$ cat config.mk
export PLATFORM = sky130hd
export DESIGN_NAME = dptr_dual
export DESIGN_NICKNAME = d
export VERILOG_FILES = /design/src/rtl/dptr_pkg.sv /design/src/rtl/dptr_step.sv /design/src/rtl/dptr_ctrl.sv /design/src/rtl/dptr_bank.sv /design/src/rtl/dptr_dual.sv
export SDC_FILE = /design/constraint.sdc
export NUM_CORES = 1
export LEC_CHECK = 0
export ABC_AREA = 1
export BUFFER_PORTS_ARGS = -buffer_cell sky130_fd_sc_hd__buf_2
export CORE_MARGIN = 4
export CORE_UTILIZATION = 57
export DETAILED_ROUTE_END_ITERATION = 16
export PLACE_DENSITY = 0.88
export SLEW_MARGIN = 20
export SYNTH_ARGS = -nofsm -noshare
export SYNTH_HDL_FRONTEND = slang
export SYNTH_SLANG_ARGS = --single-unit
$ cat constraint.sdc
create_clock -name clk -period 2.4 [get_ports clk]
set_clock_uncertainty 0.1 [all_clocks]
set_input_delay 0 -clock clk [delete_from_list [all_inputs] [get_ports clk]]
set_output_delay 0 -clock clk [all_outputs]
set_load 0.03 [all_outputs]
$ cat src/rtl/dptr_pkg.sv
package dptr_pkg;
  typedef enum logic [1:0] {
    MODE_PLAIN = 2'd0,
    MODE_INC   = 2'd1,
    MODE_DEC   = 2'd2,
    MODE_LSB   = 2'd3
  } dptr_mode_e;

  typedef struct packed {
    logic       auto_tog;
    dptr_mode_e mode_shd;
    dptr_mode_e mode_main;
    logic       sel;
  } dptr_ctrl_t;
endpackage

$ cat src/rtl/dptr_step.sv
module dptr_step
  import dptr_pkg::*;
#(
  parameter int AW = 24
) (
  input  logic [AW-1:0] cur,
  input  dptr_mode_e    mode,
  input  logic          force_inc,
  output logic [AW-1:0] nxt
);
  always_comb begin
    if (force_inc) begin
      nxt = cur + AW'(1);
    end else begin
      unique case (mode)
        MODE_INC: nxt = cur + AW'(1);
        MODE_DEC: nxt = cur - AW'(1);
        MODE_LSB: nxt = {cur[AW-1:1], ~cur[0]};
        default:  nxt = cur;
      endcase
    end
  end
endmodule

$ cat src/rtl/dptr_ctrl.sv
module dptr_ctrl
  import dptr_pkg::*;
#(
  parameter int BYTE_W = 8
) (
  input  logic              clk,
  input  logic              rst_n,
  input  logic              wr_en,
  input  logic              wr_sel,
  input  logic [1:0]        wr_mode_main,
  input  logic [1:0]        wr_mode_shd,
  input  logic              wr_tog,
  input  logic              flip,
  output dptr_ctrl_t        ctrl_q,
  output logic [BYTE_W-1:0] ctrl_rd
);
  always_ff @(posedge clk or negedge rst_n) begin
    if (!rst_n) begin
      ctrl_q <= '{auto_tog: 1'b0, mode_shd: MODE_PLAIN, mode_main: MODE_PLAIN, sel: 1'b0};
    end else if (wr_en) begin
      ctrl_q.sel       <= wr_sel;
      ctrl_q.mode_main <= dptr_mode_e'(wr_mode_main);
      ctrl_q.mode_shd  <= dptr_mode_e'(wr_mode_shd);
      ctrl_q.auto_tog  <= wr_tog;
    end else if (flip) begin
      ctrl_q.sel <= ~ctrl_q.sel;
    end
  end

  always_comb begin
    ctrl_rd      = '0;
    ctrl_rd[0]   = ctrl_q.sel;
    ctrl_rd[3:2] = ctrl_q.mode_main;
    ctrl_rd[5:4] = ctrl_q.mode_shd;
    ctrl_rd[6]   = ctrl_q.auto_tog;
  end
endmodule

$ cat src/rtl/dptr_bank.sv
module dptr_bank #(
  parameter int BYTE_W    = 8,
  parameter int NUM_BYTES = 3,
  localparam int AW       = BYTE_W * NUM_BYTES,
  localparam int IW       = (NUM_BYTES > 1) ? $clog2(NUM_BYTES) : 1
) (
  input  logic              clk,
  input  logic              rst_n,
  input  logic              byte_we,
  input  logic [IW-1:0]     byte_idx,
  input  logic [BYTE_W-1:0] byte_wdata,
  input  logic              upd_en,
  input  logic [AW-1:0]     upd_val,
  output logic [AW-1:0]     q
);
  for (genvar b = 0; b < NUM_BYTES; b++) begin : g_byte
    always_ff @(posedge clk or negedge rst_n) begin
      if (!rst_n) begin
        q[b*BYTE_W +: BYTE_W] <= '0;
      end else if (byte_we && (byte_idx == IW'(b))) begin
        q[b*BYTE_W +: BYTE_W] <= byte_wdata;
      end else if (upd_en) begin
        q[b*BYTE_W +: BYTE_W] <= upd_val[b*BYTE_W +: BYTE_W];
      end
    end
  end
endmodule

$ cat src/rtl/dptr_dual.sv
module dptr_dual
  import dptr_pkg::*;
#(
  parameter int BYTE_W    = 8,
  parameter int NUM_BYTES = 3,
  parameter int REG_AW    = 3,
  localparam int AW       = BYTE_W * NUM_BYTES,
  localparam int IW       = (NUM_BYTES > 1) ? $clog2(NUM_BYTES) : 1,
  localparam int CTRL_IDX = NUM_BYTES
) (
  input  logic              clk,
  input  logic              rst_n,
  input  logic              wr_en,
  input  logic [REG_AW-1:0] wr_addr,
  input  logic [BYTE_W-1:0] wr_data,
  input  logic [REG_AW-1:0] rd_addr,
  output logic [BYTE_W-1:0] rd_data,
  input  logic              access_done,
  input  logic              inc_ptr,
  output logic [AW-1:0]     addr_o
);
  dptr_ctrl_t        ctrl_q;
  logic [BYTE_W-1:0] ctrl_rd;
  logic [AW-1:0]     ptr_q [2];
  logic [AW-1:0]     ptr_nxt;
  dptr_mode_e        act_mode;
  logic              wr_byte, wr_ctrl, do_inc, do_acc, upd, flip;

  // Event priority: write > increment command > access-done.
  assign wr_byte = wr_en && (int'(wr_addr) < NUM_BYTES);
  assign wr_ctrl = wr_en && (int'(wr_addr) == CTRL_IDX);
  assign do_inc  = inc_ptr && !wr_en;
  assign do_acc  = access_done && !wr_en && !inc_ptr;
  assign upd     = do_inc || do_acc;
  assign flip    = do_acc && ctrl_q.auto_tog;

  assign act_mode = ctrl_q.sel ? ctrl_q.mode_shd : ctrl_q.mode_main;
  assign addr_o   = ptr_q[ctrl_q.sel];

  dptr_ctrl #(.BYTE_W(BYTE_W)) u_ctrl (
    .clk          (clk),
    .rst_n        (rst_n),
    .wr_en        (wr_ctrl),
    .wr_sel       (wr_data[0]),
    .wr_mode_main (wr_data[3:2]),
    .wr_mode_shd  (wr_data[5:4]),
    .wr_tog       (wr_data[6]),
    .flip         (flip),
    .ctrl_q       (ctrl_q),
    .ctrl_rd      (ctrl_rd)
  );

  dptr_step #(.AW(AW)) u_step (
    .cur       (addr_o),
    .mode      (act_mode),
    .force_inc (do_inc),
    .nxt       (ptr_nxt)
  );

  for (genvar p = 0; p < 2; p++) begin : g_ptr
    dptr_bank #(.BYTE_W(BYTE_W), .NUM_BYTES(NUM_BYTES)) u_bank (
      .clk        (clk),
      .rst_n      (rst_n),
      .byte_we    (wr_byte && (ctrl_q.sel == 1'(p))),
      .byte_idx   (wr_addr[IW-1:0]),
      .byte_wdata (wr_data),
      .upd_en     (upd && (ctrl_q.sel == 1'(p))),
      .upd_val    (ptr_nxt),
      .q          (ptr_q[p])
    );
  end

  always_comb begin
    if (int'(rd_addr) < NUM_BYTES)
      rd_data = addr_o[rd_addr[IW-1:0]*BYTE_W +: BYTE_W];
    else if (int'(rd_addr) == CTRL_IDX)
      rd_data = ctrl_rd;
    else
      rd_data = '0;
  end

  assert_plain_hold_R5: assert property (@(posedge clk) disable iff (!rst_n)
    (do_acc && !ctrl_q.auto_tog && act_mode == MODE_PLAIN) |=> $stable(addr_o));

  assert_post_inc_R6: assert property (@(posedge clk) disable iff (!rst_n)
    (do_acc && !ctrl_q.auto_tog && act_mode == MODE_INC) |=> (addr_o == $past(addr_o) + AW'(1)));

  assert_post_dec_R7: assert property (@(posedge clk) disable iff (!rst_n)
    (do_acc && !ctrl_q.auto_tog && act_mode == MODE_DEC) |=> (addr_o == $past(addr_o) - AW'(1)));

  assert_auto_swap_R10: assert property (@(posedge clk) disable iff (!rst_n)
    (access_done && !wr_en && !inc_ptr && ctrl_q.auto_tog) |=> (ctrl_q.sel != $past(ctrl_q.sel)));

  assert_inc_cmd_R11: assert property (@(posedge clk) disable iff (!rst_n)
    (inc_ptr && !wr_en) |=> ($stable(ctrl_q.sel) && addr_o == $past(addr_o) + AW'(1)));

  assert_idle_R9: assert property (@(posedge clk) disable iff (!rst_n)
    (!wr_en && !inc_ptr && !access_done) |=> ($stable(addr_o) && $stable(ctrl_rd)));
endmodule

==> reports/metrics.json <==
{
  "finish.net_count": {"value": 950},
  "layout.filler_cells": {"value": 592},
  "area_growth": {"value": 29.43, "unit": "%"},
  "worstPathRequired": {"value": 2.50, "unit": "ns"},
  "die-height": {"value": 101.7, "unit": "um"},
  "synthCells": {"value": 803},
  "yosys_warnings": {"value": 0},
  "synth-main-ff-cell": {"value": "sky130_fd_sc_hd__dfrtp_1"},
  "max-cap-violations": {"value": 0},
  "drt_first_iter_violations": {"value": 1140},
  "ioPinCount": {"value": 51},
  "antenna_violating_nets_left": {"value": 0},
  "final-max-slew-violation-count": {"value": 0},
  "worst-slew-pin-transition": {"value": 0.6072, "unit": "ns"},
  "globalplace.congestion": {"value": 1.050},
  "row_count": {"value": 33},
  "placement.io_buffers": {"value": 50},
  "root_buffer": {"value": "sky130_fd_sc_hd__clkbuf_8"},
  "post-place-cells": {"value": 987},
  "grt_use_met3": {"value": 0.08747},
  "synth_fp_nets": {"value": 824},
  "grt_first_pass_wirelength": {"value": 29910, "unit": "um"},
  "synthArstFlopShare": {"value": 1.000},
  "slew_headroom": {"value": 0.5952},
  "hold_ws": {"value": 0.02651, "unit": "ns"},
  "pwr_cell_area": {"value": 1641, "unit": "nW/um2"},
  "globalRouteOverflowTotal": {"value": 0},
  "first_global_vias": {"value": 5896},
  "insertedDiodeCount": {"value": 0},
  "clock_path_buffers": {"value": 2},
  "timing.critical_path.from_type": {"value": "register"},
  "postRouteWirelength": {"value": 20900, "unit": "um"},
  "drt_first_pass_iters": {"value": 10},
  "vias_per_cell": {"value": 6.478},
  "globalRouteMet1Util": {"value": 0.4901},
  "post_synth_instance_area": {"value": 5009, "unit": "um2"},
  "grt_start_max_net_pins": {"value": 32},
  "outcome": {"value": "complete, but fails checks"},
  "worst-path-max-fanout": {"value": 14},
  "path_class": {"value": "reg2reg"},
  "arrival": {"value": 2.55, "unit": "ns"},
  "ctsHtreeMaxLevel": {"value": 2},
  "violations": {"value": "setup timing"},
  "fmax": {"value": 407.1, "unit": "MHz"},
  "ys_seq_area_frac": {"value": 0.2698},
  "tritoncts_num_sinks": {"value": 54},
  "gr-max-usage-layer": {"value": "met2"},
  "critPathCaptureType": {"value": "register"},
  "grt_util_all_layers": {"value": 0.3718},
  "grt_util_met2": {"value": 0.5649},
  "finalHoldViolCount": {"value": 0},
  "post_route_cells_drive_above_1_share": {"value": 0.2785},
  "syn-mean-instance-area": {"value": 6.237, "unit": "um2"},
  "wl_per_cell": {"value": 20.19, "unit": "um"},
  "tritoncts_clock_tree": {"value": "built"},
  "cts.reportedPaths.clkPinSlew": {"value": 0.10, "unit": "ns"},
  "antenna_found_initial": {"value": 0},
  "finalWorstPathRequiredPeriod": {"value": 2.456, "unit": "ns"},
  "cts_buffers": {"value": 5},
  "detailroute.via_count": {"value": 6705},
  "die_x": {"value": 101.7, "unit": "um"},
  "fin_util": {"value": 0.7734},
  "start_util": {"value": 0.5976},
  "synth-seq-cells": {"value": 54},
  "synth_enable_flop_cells": {"value": 0},
  "clk_latency": {"value": 0.31, "unit": "ns"},
  "setup_viol": {"value": 10},
  "rsz0062_at_grt": {"value": "yes"},
  "worst_ir_drop_vdd": {"value": 0.0006743, "unit": "V"},
  "coreArea": {"value": 8382, "unit": "um2"},
  "post-dp-hpwl": {"value": 13760, "unit": "um"},
  "final.setup.worst_slack": {"value": -0.05625, "unit": "ns"},
  "post_layout_nonfiller_instances": {"value": 1035},
  "power.static_leakage": {"value": 0.003183, "unit": "uW"},
  "die_area": {"value": 10350, "unit": "um2"},
  "timing.final.crit_share": {"value": 1.023},
  "hold_path.class": {"value": "in2reg"},
  "drt_drc_violations_left": {"value": 0},
  "synth_cell_type_count": {"value": 49}
}
-- state kept, by name, indices dropped and copies added (netlist names) --
register and count:
u_ctrl.ctrl_q 6, g_ptr.u_bank.q 48
-- through the flow --
stage	setup slack (ns)	TNS, ns	cell area (um2)	total power, uW
2_1_floorplan	0.07385	0	5009	5978
3_3_place_gp	-0.05632	-0.1001	5668	8022
3_5_place_dp	-0.09738	-0.5522	5668	8126
4_1_cts	0.0003666	0	5963	8958
5_1_grt	-0.1349	-2.540	6482	11110
6_report	-0.05625	-0.2074	6482	10640
-- area by class of cell --
type	count	area, um2	area share
clock buffers	7	86.33	0.01332
flip-flops and latches	54	1353	0.2086
clock inverters	1	30.03	0.004632
repair buffers	143	1064	0.1641
multi-input cells	596	3318	0.5119
well taps	105	131.4	0.02027
inverters	129	500.5	0.07721
-- report_power, final --
| part | leakage [uW] | internal (uW) | switching [uW] | total, uW |
|---|---|---|---|---|
| Combinational | 0.00245 | 2820 | 5660 | 8480 |
| Sequential | 0.000678 | 1300 | 205 | 1500 |
| Clock | 0.0000585 | 341 | 311 | 652 |
| Total | 0.00318 | 4460 | 6180 | 10600 |
-- repair_timing --
action,4_1_cts,5_1_grt
buffers inserted,6,23
cloned,0,2
hold buffers,9,0
resized for setup,10,90
setup endpoints to repair,21,47
endpoints found under the hold margin,33,0
pin swaps,3,35
-- cells in the final DEF (no fill, tap or decap), drive strengths merged, types with 12 or more instances in the layout --
| cell | n |
|---|---|
| dfrtp | 54 |
| nor2 | 72 |
| nand2 | 250 |
| o22ai | 29 |
| nor3 | 15 |
| buf | 133 |
| o21ai | 65 |
| nand4 | 24 |
| nand3 | 83 |
| inv | 126 |
| o221ai | 12 |
-- layer usage --
metal	share of wire	vias to the layer above
met5	0	-
met4	0.078	0
met3	0.16	189
met2	0.42	646
met1	0.34	2983
li1	-	2887
-- Yosys cell counts, types with 2 or more instances --
library cell / instances / area share
sky130_fd_sc_hd__nand3b_1: 2 / 0.0030
sky130_fd_sc_hd__inv_2: 11 / 0.0082
sky130_fd_sc_hd__dfrtp_1: 54 / 0.27
sky130_fd_sc_hd__clkinv_1: 3 / 0.0022
sky130_fd_sc_hd__nand4_1: 24 / 0.030
sky130_fd_sc_hd__mux2i_1: 2 / 0.0040
sky130_fd_sc_hd__or2_0: 2 / 0.0025
sky130_fd_sc_hd__ha_1: 2 / 0.0050
sky130_fd_sc_hd__nor3_1: 9 / 0.0090
sky130_fd_sc_hd__buf_2: 9 / 0.0090
sky130_fd_sc_hd__nor2_2: 10 / 0.012
sky130_fd_sc_hd__nor2_4: 2 / 0.0045
sky130_fd_sc_hd__nand3_1: 82 / 0.082
sky130_fd_sc_hd__o21bai_1: 4 / 0.0060
sky130_fd_sc_hd__o21ai_2: 7 / 0.012
sky130_fd_sc_hd__o22ai_1: 29 / 0.036
sky130_fd_sc_hd__buf_6: 3 / 0.0067
sky130_fd_sc_hd__nand2_1: 241 / 0.18
sky130_fd_sc_hd__o21ai_1: 6 / 0.0060
sky130_fd_sc_hd__clkbuf_1: 8 / 0.0060
sky130_fd_sc_hd__nor2_1: 60 / 0.045
sky130_fd_sc_hd__nor3_2: 6 / 0.012
sky130_fd_sc_hd__xor2_1: 7 / 0.012
sky130_fd_sc_hd__nand2_2: 9 / 0.011
sky130_fd_sc_hd__a21oi_2: 2 / 0.0035
sky130_fd_sc_hd__o21ai_0: 46 / 0.046
sky130_fd_sc_hd__a21oi_1: 3 / 0.0030
sky130_fd_sc_hd__a21o_1: 2 / 0.0030
sky130_fd_sc_hd__inv_1: 114 / 0.085
sky130_fd_sc_hd__o221ai_1: 12 / 0.021
sky130_fd_sc_hd__o21ai_4: 5 / 0.016
sky130_fd_sc_hd__o211ai_1: 8 / 0.012
sky130_fd_sc_hd__buf_4: 3 / 0.0045
-- path summary, 6_finish.rpt --
path,slack (ns),depth (start not counted),endpoint,from
hold / removal,0.03,5,g_ptr[1].u_bank.q[12]$_DFFE_PN0P_,wr_addr[0]
hold reg to reg,0.41,2,g_ptr[0].u_bank.q[4]$_DFFE_PN0P_,g_ptr[0].u_bank.q[4]$_DFFE_PN0P_
min in group asynchronous,0.12,2,g_ptr[1].u_bank.q[1]$_DFFE_PN0P_,rst_n
max in group asynchronous,1.49,3,g_ptr[1].u_bank.q[14]$_DFFE_PN0P_,rst_n
setup reg to reg,-0.06,17,g_ptr[0].u_bank.q[20]$_DFFE_PN0P_,u_ctrl.ctrl_q[0]$_DFFE_PN0P_
setup / recovery,-0.06,17,g_ptr[0].u_bank.q[20]$_DFFE_PN0P_,u_ctrl.ctrl_q[0]$_DFFE_PN0P_
-- worst max-delay path, cell delays in order, from the launching register on --
cell	delay, ns
sky130_fd_sc_hd__dfrtp_2	0.42
sky130_fd_sc_hd__buf_4	0.15
sky130_fd_sc_hd__inv_8	0.06
sky130_fd_sc_hd__nand2_1	0.07
sky130_fd_sc_hd__nand2_2	0.08
sky130_fd_sc_hd__inv_1	0.09
sky130_fd_sc_hd__ha_2	0.18
sky130_fd_sc_hd__inv_1	0.05
sky130_fd_sc_hd__nor2_2	0.15
sky130_fd_sc_hd__nand3_2	0.12
sky130_fd_sc_hd__nor2_4	0.18
sky130_fd_sc_hd__nand3_2	0.13
sky130_fd_sc_hd__nor2_2	0.12
sky130_fd_sc_hd__nand2_1	0.06
sky130_fd_sc_hd__nand3_1	0.08
sky130_fd_sc_hd__nand3_2	0.10
sky130_fd_sc_hd__nand2_1	0.12
sky130_fd_sc_hd__nand2_1	0.07
-- cells by family after synthesis --
family                     count (synthesis)  synth area share
and+or+nand+nor                          454            0.4032
AOI/OAI and AO/OA                        128            0.1714
buffers and inverters                    154            0.1304
xor gates and xnor gates                   8           0.01399
DFF                                       54            0.2698
muxes                                      3          0.006245
adders and majority gates                  2          0.004995
No activity file was read; power rests on OpenSTA's default activity.
